**src/rtl/bustgt_pkg.sv**
```systemverilog
package bustgt_pkg;

  // Bus control bits sampled each cycle
  typedef struct packed {
    logic sel;
    logic rd;
    logic wr;
    logic bst;
  } bus_ctl_t;

  typedef enum logic {
    XFER_SINGLE = 1'b0,
    XFER_BURST  = 1'b1
  } xfer_mode_e;

endpackage

```
**src/rtl/bustgt_beat.sv**
```systemverilog
module bustgt_beat
  import bustgt_pkg::*;
#(
  parameter int ADDR_W    = 8,
  parameter int BURST_LEN = 8
) (
  input  logic              clk,
  input  logic              rst_n,
  input  bus_ctl_t          ctl_i,
  input  logic [ADDR_W-1:0] addr_i,
  output logic [ADDR_W-1:0] beat_addr_o,
  output logic              wr_go_o,
  output logic              rd_go_o
);

  localparam int LANE_W = $clog2(BURST_LEN);
  localparam int CNT_W  = LANE_W + 1;
  localparam logic [CNT_W-1:0] CNT_MAX = CNT_W'(BURST_LEN);

  logic [CNT_W-1:0]  cnt_q, cnt_d;
  logic [ADDR_W-1:0] base_q, base_d;
  logic              cnt_en, base_en;
  logic              strobe, room, first, beat_ok;
  logic [LANE_W-1:0] lane;
  logic [ADDR_W-LANE_W-1:0] group;
  xfer_mode_e        mode;

  always_comb begin
    mode   = ctl_i.bst ? XFER_BURST : XFER_SINGLE;
    strobe = ctl_i.sel & (ctl_i.rd | ctl_i.wr);
    room   = (cnt_q < CNT_MAX);
    first  = (cnt_q == '0);

    // Lane offset wraps inside the aligned group
    if (first) begin
      lane  = addr_i[LANE_W-1:0];
      group = addr_i[ADDR_W-1:LANE_W];
    end else begin
      lane  = base_q[LANE_W-1:0] + cnt_q[LANE_W-1:0];
      group = base_q[ADDR_W-1:LANE_W];
    end

    if (mode == XFER_BURST) begin
      beat_addr_o = {group, lane};
      beat_ok     = room;
    end else begin
      beat_addr_o = addr_i;
      beat_ok     = 1'b1;
    end

    wr_go_o = ctl_i.sel & ctl_i.wr & beat_ok;
    rd_go_o = ctl_i.sel & ctl_i.rd & beat_ok;

    // Beat counter: cleared outside a burst, frozen when unselected
    cnt_en = 1'b0;
    cnt_d  = cnt_q;
    if (mode == XFER_SINGLE) begin
      cnt_en = (cnt_q != '0);
      cnt_d  = '0;
    end else if (strobe && room) begin
      cnt_en = 1'b1;
      cnt_d  = cnt_q + CNT_W'(1);
    end

    base_en = (mode == XFER_BURST) & strobe & first;
    base_d  = addr_i;
  end

  always_ff @(posedge clk or negedge rst_n) begin
    if (!rst_n) begin
      cnt_q <= '0;
    end else if (cnt_en) begin
      cnt_q <= cnt_d;
    end
  end

  always_ff @(posedge clk or negedge rst_n) begin
    if (!rst_n) begin
      base_q <= '0;
    end else if (base_en) begin
      base_q <= base_d;
    end
  end

  // the beat position never passes the burst length
  assert_cnt_bound_R8: assert property (@(posedge clk) disable iff (!rst_n)
    cnt_q <= CNT_MAX);

  // leaving burst mode clears the beat position
  assert_cnt_clear_R9: assert property (@(posedge clk) disable iff (!rst_n)
    !ctl_i.bst |=> cnt_q == '0);

  // an unselected cycle inside a burst keeps the beat position
  assert_cnt_freeze_R6: assert property (@(posedge clk) disable iff (!rst_n)
    (!ctl_i.sel && ctl_i.bst) |=> $stable(cnt_q));

endmodule

```
**src/rtl/bustgt_acc.sv**
```systemverilog
module bustgt_acc #(
  parameter int DATA_W = 8
) (
  input  logic              clk,
  input  logic              rst_n,
  input  logic              add_en_i,
  input  logic [DATA_W-1:0] add_val_i,
  output logic [DATA_W-1:0] sum_o
);

  logic [DATA_W-1:0] sum_q, sum_d;

  always_comb begin
    sum_d = sum_q + add_val_i;
  end

  always_ff @(posedge clk or negedge rst_n) begin
    if (!rst_n) begin
      sum_q <= '0;
    end else if (add_en_i) begin
      sum_q <= sum_d;
    end
  end

  assign sum_o = sum_q;

  // without an accepted write the total is unchanged
  assert_sum_hold_R6: assert property (@(posedge clk) disable iff (!rst_n)
    !add_en_i |=> $stable(sum_q));

endmodule

```
**src/rtl/bustgt_rdret.sv**
```systemverilog
module bustgt_rdret #(
  parameter int ADDR_W = 8,
  parameter int DATA_W = 8,
  parameter int LANE_W = 3
) (
  input  logic              clk,
  input  logic              rst_n,
  input  logic              rd_go_i,
  input  logic [ADDR_W-1:0] beat_addr_i,
  input  logic [DATA_W-1:0] sum_i,
  output logic [DATA_W-1:0] rdata_o
);

  logic [DATA_W-1:0] rdata_q, rdata_d, pattern;

  always_comb begin
    pattern = DATA_W'(beat_addr_i[LANE_W-1:0]);
    if (!rd_go_i) begin
      rdata_d = '0;
    end else if (beat_addr_i == '0) begin
      rdata_d = sum_i;
    end else begin
      rdata_d = pattern;
    end
  end

  always_ff @(posedge clk or negedge rst_n) begin
    if (!rst_n) begin
      rdata_q <= '0;
    end else begin
      rdata_q <= rdata_d;
    end
  end

  assign rdata_o = rdata_q;

  // the output returns to zero after a cycle without an accepted read
  assert_rdata_quiet_R5: assert property (@(posedge clk) disable iff (!rst_n)
    !rd_go_i |=> rdata_q == '0);

endmodule

```
**src/rtl/bustgt_top.sv**
```systemverilog
module bustgt_top
  import bustgt_pkg::*;
#(
  parameter int ADDR_W    = 8,
  parameter int DATA_W    = 8,
  parameter int BURST_LEN = 8
) (
  input  logic              clk,
  input  logic              rst_n,
  input  logic              sel_i,
  input  logic              rd_i,
  input  logic              wr_i,
  input  logic              burst_i,
  input  logic [ADDR_W-1:0] addr_i,
  input  logic [DATA_W-1:0] wdata_i,
  output logic [DATA_W-1:0] rdata_o
);

  localparam int LANE_W = $clog2(BURST_LEN);

  bus_ctl_t          ctl;
  logic [ADDR_W-1:0] beat_addr;
  logic              wr_go, rd_go;
  logic [DATA_W-1:0] sum;

  assign ctl = '{sel: sel_i, rd: rd_i, wr: wr_i, bst: burst_i};

  bustgt_beat #(
    .ADDR_W    (ADDR_W),
    .BURST_LEN (BURST_LEN)
  ) u_beat (
    .clk         (clk),
    .rst_n       (rst_n),
    .ctl_i       (ctl),
    .addr_i      (addr_i),
    .beat_addr_o (beat_addr),
    .wr_go_o     (wr_go),
    .rd_go_o     (rd_go)
  );

  bustgt_acc #(
    .DATA_W (DATA_W)
  ) u_acc (
    .clk       (clk),
    .rst_n     (rst_n),
    .add_en_i  (wr_go),
    .add_val_i (wdata_i),
    .sum_o     (sum)
  );

  bustgt_rdret #(
    .ADDR_W (ADDR_W),
    .DATA_W (DATA_W),
    .LANE_W (LANE_W)
  ) u_rdret (
    .clk         (clk),
    .rst_n       (rst_n),
    .rd_go_i     (rd_go),
    .beat_addr_i (beat_addr),
    .sum_i       (sum),
    .rdata_o     (rdata_o)
  );

  // a selected single write adds its byte modulo the data width
  assert_single_add_R2: assert property (@(posedge clk) disable iff (!rst_n)
    (sel_i && wr_i && !burst_i) |=> sum == DATA_W'($past(sum) + $past(wdata_i)));

  // a single read of address zero returns the pre-edge total
  assert_addr0_sum_R3: assert property (@(posedge clk) disable iff (!rst_n)
    (sel_i && rd_i && !burst_i && addr_i == '0) |=> rdata_o == $past(sum));

  // a single read elsewhere returns the low address bits
  assert_low_bits_R4: assert property (@(posedge clk) disable iff (!rst_n)
    (sel_i && rd_i && !burst_i && addr_i != '0)
      |=> rdata_o == DATA_W'($past(addr_i[LANE_W-1:0])));

  // with no selected read the port reads zero next cycle
  assert_idle_zero_R5: assert property (@(posedge clk) disable iff (!rst_n)
    !(sel_i && rd_i) |=> rdata_o == '0);

endmodule

```
**config.mk**
```make
export PLATFORM = sky130hd
export DESIGN_NAME = bustgt_top
export DESIGN_NICKNAME = d
export VERILOG_FILES = /design/src/rtl/bustgt_pkg.sv /design/src/rtl/bustgt_beat.sv /design/src/rtl/bustgt_acc.sv /design/src/rtl/bustgt_rdret.sv /design/src/rtl/bustgt_top.sv
export SDC_FILE = /design/constraint.sdc
export NUM_CORES = 1
export LEC_CHECK = 0
export ABC_AREA = 1
export BUFFER_PORTS_ARGS = -buffer_cell sky130_fd_sc_hd__buf_2
export CAP_MARGIN = 20
export CELL_PAD_IN_SITES_DETAIL_PLACEMENT = 2
export CELL_PAD_IN_SITES_GLOBAL_PLACEMENT = 2
export CORE_MARGIN = 2
export CORE_UTILIZATION = 28
export DETAILED_ROUTE_END_ITERATION = 8
export PLACE_DENSITY_LB_ADDON = 0.1
export SLEW_MARGIN = 5
export SYNTH_ARGS = -nofsm -noshare
export SYNTH_HDL_FRONTEND = slang
export SYNTH_SLANG_ARGS = --single-unit
export TNS_END_PERCENT = 10
```
**constraint.sdc**
```tcl
create_clock -name clk -period 2.31 [get_ports clk]
set_input_delay 0.1155 -clock clk [delete_from_list [all_inputs] [get_ports clk]]
set_output_delay 0.1155 -clock clk [all_outputs]
set_load 0.01 [all_outputs]
```
Yosys cells after proc, flatten, opt, wreduce, memory -nomap -nowiden
Cells that the tools add are included.
{ "totals": {"input_bits": 22, "latch_bits": 0, "mem_count": 0, "rom_bits": 0, "word_cells": 33, "regBits": 28, "mem_bits_rw": 0, "output_inout_bits": 8} }
{ "classes": {"addsub": 3, "div": 0, "multipliers": 0, "muxes": 11, "bitwise": 8, "shift": 0, "n_reduce_logical": 5, "n_eq_ne": 1, "order_cmp": 1} }
{ "op_table": {"columns": ["op", "n"], "rows": [
  ["2-to-1 mux 8 bit", 3],
  ["adder 8 bit", 1],
  ["zero test 8 bit", 1],
  ["2-to-1 mux 4 bit", 2],
  ["AND 1 bit", 7],
  ["2-to-1 mux 5 bit", 1],
  ["adder 4 x 1 -> 4 bit (second input constant)", 1],
  ["zero test 4 bit", 1],
  ["< comparator 4 bit (second input constant)", 1],
  ["2-to-1 mux 1 bit", 4],
  ["nonzero test 4 bit", 1],
  ["adder 3 bit", 1],
  ["2-to-1 mux 3 bit", 1],
  ["inequality test 2 bit (second input constant)", 1],
  ["AND reduction 2 bit", 1],
  ["logical AND 1 bit", 1],
  ["bitwise OR 1 bit", 1]
]} }

Depth between registers and ports, before layout
Gate-level depths: netlist of the first run.
{ "logic_depth": {"ltp_word": 6, "mapped_depth": 11, "mapped_depth_nobuf": 11} }

By module
From an unflattened synthesis of the first run, not the netlist that was laid out.
{ "hier_totals": {"hier_cells": 229, "area_unflattened_um2": 1783.0} }
{ "modules_own_cells": {"columns": ["module", "seq_area_each_um2", "cells_per_inst", "area_each_um2", "instances"], "rows": [
  ["bustgt_beat", 300.3, 106, 815.8, 1],
  ["bustgt_acc", 200.2, 89, 633.1, 1],
  ["bustgt_rdret", 200.2, 34, 334.1, 1]
]} }

Worst setup path before layout of the first run
OpenSTA, ideal clock, no wires.
{ "synth_path": {"kind": "reg2reg", "startpoint": "register u_beat.cnt_q[0]", "endpoint": "register u_rdret.rdata_q[0], in the netlist u_rdret.rdata_o[0]", "t_required_ns": 2.194, "period_less_slack_ns": 1.680, "n_path_buf": 0, "t_arrival_ns": 1.564, "setup_slack_ns": 0.630, "stages_incl_launch_ff": 11, "setup_ns": 0.116, "cell_sequence": "dfrtp_1 > ha_1 > inv_1 > fa_1 > nand3_1 > nand2_1 > nand3_2 > nor2_2 > inv_2 > nor2_2 > nor2_1"} }
{ "synth_between": {"elab_chain_len": 6, "word_cells_on_any_way": 11, "cone_classes": "1 x add/sub; 1 x order compare; 6 x mux; 1 x bitwise; 2 x reduce/logical"} }
{ "synth_lines": {"columns": ["element", "line", "rtl"], "rows": [
  ["from (decl)", "bustgt_beat.sv:20", "logic [CNT_W-1:0] cnt_q, cnt_d;"],
  ["from (signal assigned)", "bustgt_beat.sv:73", "cnt_q <= cnt_d;"],
  ["adder 3 bit or zero test 4 bit (tied branches)", "bustgt_beat.sv:39, bustgt_beat.sv:32", null],
  ["2-to-1 mux 3 bit or 2-to-1 mux 5 bit (tied branches)", "bustgt_beat.sv:35", "if (first) begin"],
  ["2-to-1 mux 8 bit", "bustgt_beat.sv:43", "if (mode == XFER_BURST) begin"],
  ["zero test 8 bit", "bustgt_rdret.sv:20", "end else if (beat_addr_i == '0) begin"],
  ["2-to-1 mux 8 bit", "bustgt_rdret.sv:20", null],
  ["2-to-1 mux 8 bit (*)", "bustgt_rdret.sv:18", "if (!rd_go_i) begin"],
  ["net u_rdret.rdata_d[0]", "bustgt_rdret.sv:14", "logic [DATA_W-1:0] rdata_q, rdata_d, pattern;"],
  ["to (signal assigned)", "bustgt_rdret.sv:31", "rdata_q <= rdata_d;"],
  ["to (decl)", "bustgt_rdret.sv:14", null]
]} }
Mark *: on every way through the listed nets, which the timed path passes. The rest lies on a longest branch.
A chain may end at the register's enable or synchronous reset.

Worst setup path after layout of the first run
Ends and elaborated chain as after synthesis.

==> impl_results.md, run 1 <==
* Setup Viol. Count Final at 0
* Port bufs at 29
* Total wire length at 4.06 mm
* DR WL met3 at 80 um
* ANT cells at 0
* CTS tree: built
* Antenna violations before repair at 0
* FF+latch area at 701 um^2
* Worst-skew pair later-pin latency at 0.28 ns
* Syn_area_per_cell at 8.08 um^2
* #FFs+latches synth at 28
* Die outline height at 81.1 um
* Setup TNS at 0 ns
* Clk slew on worst S/H paths at 0.10 ns
* Post-Syn Nets at 240
* Max-slew headroom at 57.1%
* First-pass GRT wire length at 7.04 mm
* Violation count after the first detailed-route iteration at 26
* Fmax at 0.553 GHz
* Crit path launch type: register
* CP Cell Sequence: ha_1, inv_1, fa_1, nand3_1, nand2_1, nand3_2, nor2_2, inv_2, nor2_2, nor2_1
* Grt total ovfl at 0
* Postcts setup bufs at 0
* I/O Pins at 30
* Slew @ Worst Pin at 0.643 ns
* Fraction of layout cells with a size suffix above 1 at 20.9%
* Total vias in the final route at 1396
* Sink Count at 28
* Fin crit share at 78.3%
* Clock Skew at 0.00335 ns
* WL/cell at 12.9 um
* Largest net degree at the start of global routing at 29
* Clk root buf: clkbuf_8
* Synth unique cells at 31
* FP Rows at 28
* Detailed Routing Iterations Pass 1 at 2
* Top cell type's share of synthesized area at 42.1%
* Core area at 0.00582 mm^2
* CP Data Required Time at 2.49 ns
* Vias in the first global route at 1498
* Commonest non-fill, non-tap cells in the layout: nand2_1, inv_1, buf_2, dfrtp_1, nor2_1
* Metal-1 WL at 1.72 mm
* Filler cells at 711
* Die Wd at 81.1 um
* Final hold violation count at 0
* Max clock buf depth at 2
* Resized Gates After CTS at 0
* Die area at 0.00658 mm^2
* Min Tclk post-route at 1.81 ns
* Highest metal used: met4
* Most common cell after layout, fill and taps aside: nand2_1
* Multi-input logic area at 822 um^2
* Crit path largest cell delay at 0.47 ns
* Met2 wire len at 2.20 mm
* Pre-CTS WS at 0.490 ns
* Final core occ at 33.8%
* DRT antenna net count at 0
* Status: finished, final reports clean
* Ys Warns at 0
* Sequential fraction of the synthesis area at 42.1%
* Worst Setup Slack, final at 0.501 ns
* GPL Wtd Cong at 0.703
* H-tree depth at 1
* Leak Pwr at 1.02 nW
* Most frequent CP cell: nor2_2
* CP Class: reg2reg
* Post-DP HPWL at 3.35 mm
* Pwr dens at 1020 mW/mm^2
* RSZ-0062 raised after global routing: false
* GRT Util Overall at 13.9%
* Hold buffer count at CTS at 1
* Syn Inst Count at 206
* Slowest-stage cell, CP: fa_1
* Starting Density at 28.6%
* Worst Path Max Fanout at 6
* Nets@finish at 274
* Synth-to-Final Area Change at 18.1%
* Mapped Area at 0.00166 mm^2
* Hold crit path type: in2reg
* VDD IR-drop max at 0.383 mV
* DRC at 0
* Crit path DAT at 1.99 ns
* Via density at 4.45
* Synth area leader: dfrtp_1
* Max-cap violations at 0
* Endpoint class of the critical path: register
* CTS Buf Count at 3
* Top cells by area, synth: dfrtp_1, nand2_1, ha_1
* Slew Viols, Final at 0
## cell type report
class | count | area share [%]
Multi-Input combinational cell | 141 | 41.8
Sequential cell | 28 | 35.6
Timing Repair Buffer | 31 | 8.27
Inverter | 35 | 6.68
Tap cell | 75 | 4.77
Clock buffer | 4 | 2.80
## power by group
group	switching [W]	total (W)	leakage [nW]	internal (W)
Sequential	0.000126	0.000778	0.357	0.000652
Clock	0.000158	0.000311	0.0288	0.000153
Combinational	0.000551	0.000919	0.637	0.000369
## cell families after synthesis
kind of cell	count (synthesis)	share of synthesized area [%]
simple gates	92	25.2
buf+inv	37	8.50
compound gates	29	9.77
flops	28	42.1
fa+ha+maj	12	9.92
xor+xnor	6	3.16
mux	2	1.35
## metal layers
layer | track usage [%] | up-vias
li1 | - | 707
met1 | 16.9 | 667
met2 | 25.7 | 17
met3 | 1.33 | 5
met4 | 4.07 | 0
met5 | 0 | -
## per-stage QoR
| step | total power (W) | instances | hold slack, ns | area, um^2 |
|---|---|---|---|---|
| floorplan | 0.00147 | 206 | -0.180 | 1660 |
| global placement | 0.00172 | 309 | 0.184 | 1900 |
| detailed placement | 0.00174 | 309 | 0.186 | 1900 |
| CTS | 0.00207 | 314 | 0.0490 | 1970 |
| global route | 0.00226 | 314 | 0.0582 | 1970 |
| finish | 0.00201 | 314 | 0.0521 | 1970 |
## sequential cells by signal, indices dropped and copies added, names as in the netlist
register         flops
u_acc.sum_o          8
u_rdret.rdata_o      8
u_beat.cnt_q         4
u_beat.base_q        8
## critical path: cells and delay by family, from the launching register on
kind	cells	cell delay, ns
adder cells (fa/ha/maj)	2	0.63
buffers and inverters	2	0.12
flip-flops	1	0.42
AND/OR/NAND/NOR	6	0.55
## synth_stat cells (all sizes together)
library cell  count
a21oi             9
a31oi             2
buf               2
dfrtp            28
fa                2
ha               10
inv              35
mux2              2
nand2            54
nand3            10
nand3b            1
nand4             1
nor2             21
nor3              3
nor4              1
o21a              2
o21ai            15
o21bai            1
or2               1
xnor2             1
xor2              5
## final timing paths
kind	startpoint	to	slack (ns)	depth (start not counted)
worst max-delay path	u_beat.cnt_q[0]	u_rdret.rdata_o[0]	0.50	10
worst min-delay path	addr_i[7]	u_beat.base_q[7]	0.05	3
worst max register to register	u_beat.cnt_q[0]	u_rdret.rdata_o[0]	0.50	10
worst min register to register	u_beat.base_q[6]	u_beat.base_q[6]	0.53	1
max in group asynchronous	rst_n	u_acc.sum_o[7]	1.50	2
min in group asynchronous	rst_n	u_beat.base_q[3]	0.39	2
No activity file was read; power rests on OpenSTA's default activity.
==> inputs of run 2 (changes only) <==
==> constraint.sdc (replaced) <==
create_clock -name clk -period 1.5 [get_ports clk]
set_input_delay 0.075 -clock clk [delete_from_list [all_inputs] [get_ports clk]]
set_output_delay 0.075 -clock clk [all_outputs]
set_load 0.01 [all_outputs]
==> impl_results.md, run 2 (synthesis results as in run 1) <==
* VDD IR-drop max at 0.617 mV (+61%)
* Switching share of total power at 40.2% (-1.4 points)
* RSZ-0062 raised after global routing: true
* FP Rows at 28 (unchanged)
* Via density at 4.43 (-0.26%)
* Core area at 0.00582 mm^2 (unchanged)
* DRC at 0 (unchanged)
* Worst Setup Slack, final at -0.299 ns (-0.800 ns)
* First-pass GRT wire length at 8.01 mm (+14%)
* Clk slew on worst S/H paths at 0.10 ns (about the same)
* Fraction of layout cells with a size suffix above 1 at 38.1% (+17 points)
* DRT antenna net count at 0 (unchanged)
* H-tree depth at 1 (unchanged)
* Hold crit path type: in2reg
* Nets@finish at 303 (+11%)
* Max-cap violations at 0 (unchanged)
* CP Class: reg2reg
* Max-slew headroom at 56.1% (-1.0 points)
* Detailed Routing Iterations Pass 1 at 3 (+1)
* Clock share of power at 12.2% (-3.3 points)
* Endpoint class of the critical path: register
* Leak Pwr at 1.18 nW (+15%)
* Clk root buf: clkbuf_8
* Setup TNS at -2.79 ns (-2.79 ns)
* Violation count after the first detailed-route iteration at 26 (unchanged)
* Dpl cell area at 0.00210 mm^2 (+11%)
* FF-to-FF path depth at 10 (unchanged)
* Port bufs at 29 (unchanged)
* Max clock buf depth at 2 (unchanged)
* Placed Cells at 336 (+8.7%)
* P_sw at 0.00160 W (+91%)
* Crit path launch type: register
* Vias in the first global route at 1699 (+13%)
* CTS tree: built
* Antenna violations before repair at 0 (unchanged)
* Worst r2r dst: u_rdret.rdata_o[0]
* Grt total ovfl at 0 (unchanged)
* Worst Path Max Fanout at 6 (unchanged)
* Fin crit share at 120% (+42 points)
* CTS Buf Count at 3 (unchanged)
* Post-DP HPWL at 3.71 mm (+11%)
* I/O Pins at 30 (unchanged)
* Most common cell after layout, fill and taps aside: nand2_1
* Setup Viol. Count Final at 17 (+17)
* GRT Util Overall at 16.0% (+2.1 points)
* Comb power frac at 57.7% (+12 points)
* Largest net degree at the start of global routing at 29 (unchanged)
* WL/cell at 13.6 um (+5.2%)
* Worst R2R Setup Slack at -0.30 ns (-0.80 ns)
* Sink Count at 28 (unchanged)
* Total vias in the final route at 1521 (+9.0%)
* Pwr dens at 1690 mW/mm^2 (+66%)
* Design Area, Final at 0.00235 mm^2 (+20%)
* ANT cells at 0 (unchanged)
* Min Tclk post-route at 1.80 ns (-0.0102 ns)
* Synth-to-Final Area Change at 41.2%
* Die outline height at 81.1 um (unchanged)
* Slew Viols, Final at 0 (unchanged)
* Starting Density at 28.6% (unchanged)
* Total wire length at 4.67 mm (+15%)
* Fin cells at 343 (+9.2%)
* Crit path DAT at 1.98 ns (about the same)
* Filler cells at 696 (-2.1%)
* Reg2reg start: u_beat.cnt_q[0]
* Worst-skew pair later-pin latency at 0.28 ns (about the same)
* Slew @ Worst Pin at 0.658 ns (+0.0154 ns)
* Status: finished, violations left
* GPL Wtd Cong at 0.684 (-2.7%)
* Commonest non-fill, non-tap cells in the layout: nand2_1, inv_1, buf_2, buf_4, dfrtp_1
* Hold WS at 0.0159 ns (-0.0361 ns)
* Fmax at 0.556 GHz (+0.57%)
* CP Data Required Time at 1.68 ns (-0.81 ns)
* Final hold violation count at 0 (unchanged)
* Die area at 0.00658 mm^2 (unchanged)
* Reg power frac at 30.1% (-8.6 points)
* Clock Skew at 0.00258 ns (-0.000768 ns)
* Critical path origin: u_beat.cnt_q[0]
* Int Pwr at 0.00238 W (+100%)
* Violated checks: setup timing
* Die Wd at 81.1 um (unchanged)
* Worst Setup EP: u_rdret.rdata_o[0]
run 2: cell count changes in the layout (fill, tap and decap cells not counted), moves of 3 or more:
cell,before,now
nand2_2,1,5
o21ai_0,13,9
inv_1,33,30
buf_4,1,28
ha_1,10,2
nand2_1,52,48
ha_4,0,6
run 2: worst max-delay path, stage by stage (launching register included):
cell and delay, ns:
dfrtp_1 0.39, ha_2 0.20, inv_2 0.04, fa_1 0.47, nand3_1 0.08, nand2_2 0.10, nand3_4 0.10, nor2_4 0.14
inv_4 0.06, nor2_2 0.07, nor2_1 0.05
run 2: worst min path at each step:
stage,cells after the start,to,startpoint,slack (ns)
after floorplan,0,u_acc.sum_o[0],rst_n,-0.22
after global placement,1,u_beat.base_q[7],rst_n,0.15
after detailed placement,1,u_beat.base_q[7],rst_n,0.15
after CTS,3,u_beat.base_q[7],addr_i[7],0.01
after global routing,3,u_beat.base_q[4],addr_i[4],0.03
final,3,u_beat.base_q[7],addr_i[7],0.02
run 2: final cells by class:
cell class                      instances  area, um^2  area share, %
Timing Repair Buffer                   60         388           16.5
Sequential cell                        28         701           29.8
Multi-Input combinational cell        141         976           41.5
Clock buffer                            4        55.1           2.34
Tap cell                               75        93.8           3.99
Inverter                               35         136           5.80
run 2: metrics by stage:
stage / utilization [%] / worst slack [ns] / power, W
finish: 40.4 / -0.299 / 0.00398
detailed placement: 36.2 / -0.289 / 0.00314
CTS: 38.6 / -0.341 / 0.00383
global route: 40.4 / -0.375 / 0.00441
floorplan: - / -0.180 / 0.00226
global placement: 36.2 / -0.208 / 0.00305
run 2: what timing repair did:
item | in CTS | in global routing
endpoints found under the setup margin | 25 | 23
hold endpoints to repair | 28 | 0
pin swaps | 4 | 7
setup buffers | 1 | 1
gates resized for setup | 19 | 18
hold buffers | 1 | 0
run 2: routing by layer:
layer  vias up  global-route usage, %  wire [um]
met1       728                   18.1       1860
met5         -                      0          0
met2        17                   31.7       2690
met4         0                   3.56         46
met3         5                   1.67         77
li1        771                      -          -
run 2: power by group through the flow:
stage                     logic, W  registers, W  clock network (W)
after floorplan            0.00110       0.00116                  0
after global placement     0.00187       0.00118                  0
after detailed placement   0.00194       0.00119                  0
after CTS                  0.00213       0.00119           0.000509
after global routing       0.00263       0.00123           0.000545
final                      0.00230       0.00120           0.000485
==> inputs of run 3 (changes only) <==
--- a/config.mk
+++ b/config.mk
@@ -5,7 +5,6 @@
 export SDC_FILE = /design/constraint.sdc
 export NUM_CORES = 1
 export LEC_CHECK = 0
-export ABC_AREA = 1
 export BUFFER_PORTS_ARGS = -buffer_cell sky130_fd_sc_hd__buf_2
 export CAP_MARGIN = 20
 export CELL_PAD_IN_SITES_DETAIL_PLACEMENT = 2
==> impl_results.md, run 3 <==
* Status: finished, violations left
* Violated checks: setup timing
* Die area at 0.00634 mm^2 (-3.6%)
* CTS tree: built
* Top cells by area, synth: dfrtp_1, ha_1, mux2_2
* Crit path DAT at 2.35 ns (+0.37 ns)
* DRC at 0 (unchanged)
* Max-cap violations at 0 (unchanged)
* Endpoint class of the critical path: register
* Slew Viols, Final at 0 (unchanged)
* Syn_area_per_cell at 10.5 um^2 (+30%)
* Filler cells at 606 (-13%)
* CP Class: reg2reg
* Clk slew on worst S/H paths at 0.09 ns (about the same)
* Max-slew headroom at 56.6% (+0.45 points)
* Post-Syn Nets at 187 (-22%)
* Antenna violations before repair at 0 (unchanged)
* Worst-skew pair later-pin latency at 0.27 ns (about the same)
* Nets@finish at 249 (-18%)
* Worst Path Max Fanout at 5 (-1)
* Core area at 0.00551 mm^2 (-5.3%)
* Detailed Routing Iterations Pass 1 at 2 (-1)
* Total vias in the final route at 1365 (-10%)
* DRT antenna net count at 0 (unchanged)
* Cell with the most instances after synthesis: dfrtp_1
* Violation count after the first detailed-route iteration at 14 (-46%)
* Ys Warns at 0 (unchanged)
* Design Power at 0.00365 W (-8.2%)
* Placed Cells at 278 (-17%)
* Setup TNS at -8.40 ns (-5.61 ns)
* Vias in the first global route at 1576 (-7.2%)
* Clk root buf: clkbuf_8
* Final core occ at 40.3% (-0.095 points)
* Crit path launch type: register
* Ys flop type: dfrtp_1
* Clock Skew at 0.00114 ns (-0.00144 ns)
* Synth-to-Final Area Change at 38.6%
* Grt total ovfl at 0 (unchanged)
* Mapped Area at 0.00160 mm^2 (-3.8%)
* Min Tclk post-route at 2.14 ns (+0.341 ns)
* ANT cells at 0 (unchanged)
* VDD IR-drop max at 0.606 mV (-1.7%)
* Synth unique cells at 38 (+23%)
* CTS Buf Count at 3 (unchanged)
* Worst R2R Setup Slack at -0.64 ns (-0.34 ns)
* I/O Pins at 30 (unchanged)
* Syn Inst Count at 153 (-26%)
* Hold WS at 0.0519 ns (+0.0360 ns)
* Fraction of layout cells with a size suffix above 1 at 44.1% (+6.1 points)
* Synth area leader: dfrtp_1
* Synth cell count leaders: dfrtp_1, nand2_1, o21ai_0, ha_1, mux2_2
* Top cell type's share of synthesized area at 43.8% (+1.6 points)
* Total wire length at 4.44 mm (-4.9%)
* RSZ-0062 raised after global routing: true
* Commonest non-fill, non-tap cells in the layout: buf_2, dfrtp_1, buf_4, nand2_1, mux2_2
* Leak Pwr at 1.03 nW (-13%)
* GRT Util Overall at 14.9% (-1.1 points)
* Slew @ Worst Pin at 0.652 ns (-0.00671 ns)
* Fin crit share at 143% (+23 points)
* FP Rows at 27 (-3.6%)
* Starting Density at 29.1% (+0.47 points)
* Die Wd at 79.6 um (-1.8%)
* Port bufs at 29 (unchanged)
* Fmax at 0.467 GHz (-16%)
* Die outline height at 79.6 um (-1.8%)
* Most common cell after layout, fill and taps aside: buf_2
* Post-DP HPWL at 3.58 mm (-3.4%)
* Fin cells at 285 (-17%)
* Setup Viol. Count Final at 20 (+3)
* Worst Setup Slack, final at -0.640 ns (-0.341 ns)
* GPL Wtd Cong at 0.765 (+12%)
* Pwr dens at 1650 mW/mm^2 (-2.8%)
* Post-synth EDFFs at 0 (unchanged)
* Via density at 4.79 (+8.0%)
* CP Data Required Time at 1.71 ns (+0.03 ns)
* H-tree depth at 1 (unchanged)
* Final hold violation count at 0 (unchanged)
* Post-synth ARST share at 100% (unchanged)
* Sequential fraction of the synthesis area at 43.8% (+1.6 points)
* Max clock buf depth at 2 (unchanged)
* Hold crit path type: in2reg
* Largest net degree at the start of global routing at 29 (unchanged)
* WL/cell at 15.6 um (+14%)
* First-pass GRT wire length at 7.32 mm (-8.6%)
* #FFs+latches synth at 28 (unchanged)
* Sink Count at 28 (unchanged)
-- run 3: cell count changes after synthesis, moves of 3 or more --
cell,change
nand2_1,-34
nor3b_1,+3
nor2_1,-10
and2_1,+6
mux2_2,+8
inv_1,-25
-- run 3: layout make-up --
class	instances	area, um^2	area share (%)
repair buffers	58	378	17.0
clock buffers	3	41.3	1.86
well taps	72	90.1	4.06
flip-flops and latches	28	701	31.6
inverters	8	30.0	1.35
multi-input cells	116	980	44.1
-- run 3: per-stage QoR --
stage	setup WS, ns	area [um^2]
2_1_floorplan	-0.470	1610
6_report	-0.640	2220
3_5_place_dp	-0.626	2040
5_1_grt	-0.759	2220
4_1_cts	-0.655	2180
3_3_place_gp	-0.539	2040
-- run 3: worst paths after layout --
check                                     start                  to  cells past startpoint
worst min-delay path                  addr_i[4]    u_beat.base_q[4]                      2
min in group asynchronous                 rst_n    u_beat.base_q[4]                      2
max in group asynchronous                 rst_n      u_acc.sum_o[4]                      2
worst max-delay path            u_beat.cnt_q[0]  u_rdret.rdata_o[5]                      8
worst max register to register  u_beat.cnt_q[0]  u_rdret.rdata_o[5]                      8
worst min register to register   u_acc.sum_o[7]      u_acc.sum_o[7]                      1
-- run 3: cells by family after synthesis --
| group | count (synthesis) | share of synthesized area (%) |
|---|---|---|
| simple gates | 55 | 19.1 |
| compound gates | 30 | 12.7 |
| flops | 28 | 43.7 |
| mux | 12 | 8.28 |
| fa+ha+maj | 12 | 10.3 |
| buf+inv | 9 | 2.11 |
| xor+xnor | 7 | 3.83 |
-- run 3: where the power goes --
part | total [W] | leakage, nW | switching (W) | internal, W
combinational | 0.00206 | 0.651 | 0.000948 | 0.00111
sequential | 0.00120 | 0.357 | 0.000194 | 0.00101
clock | 0.000396 | 0.0216 | 0.000216 | 0.000180
total | 0.00365 | 1.03 | 0.00136 | 0.00229
-- run 3: critical path: stages (launching register included) --
cell	delay, ns
dfrtp_1	0.41
buf_4	0.15
inv_1	0.07
ha_1	0.16
or3b_4	0.42
and2_4	0.19
o32ai_4	0.27
nor3b_4	0.27
and2_1	0.15
-- run 3: routing by layer --
layer,up-vias,GRT usage [%],routed length (um)
li1,660,-,-
met3,4,1.24,105
met5,-,0,0
met2,17,30.7,2550
met1,684,15.5,1720
met4,0,5.00,62
-- run 3: timing repair --
action                                  in CTS  in global routing
pin swaps                                   11                  7
hold buffers                                 1                  0
setup buffers                                3                  0
endpoints found under the setup margin      20                 23
resized for setup                           16                 11
endpoints found under the hold margin       28                  0
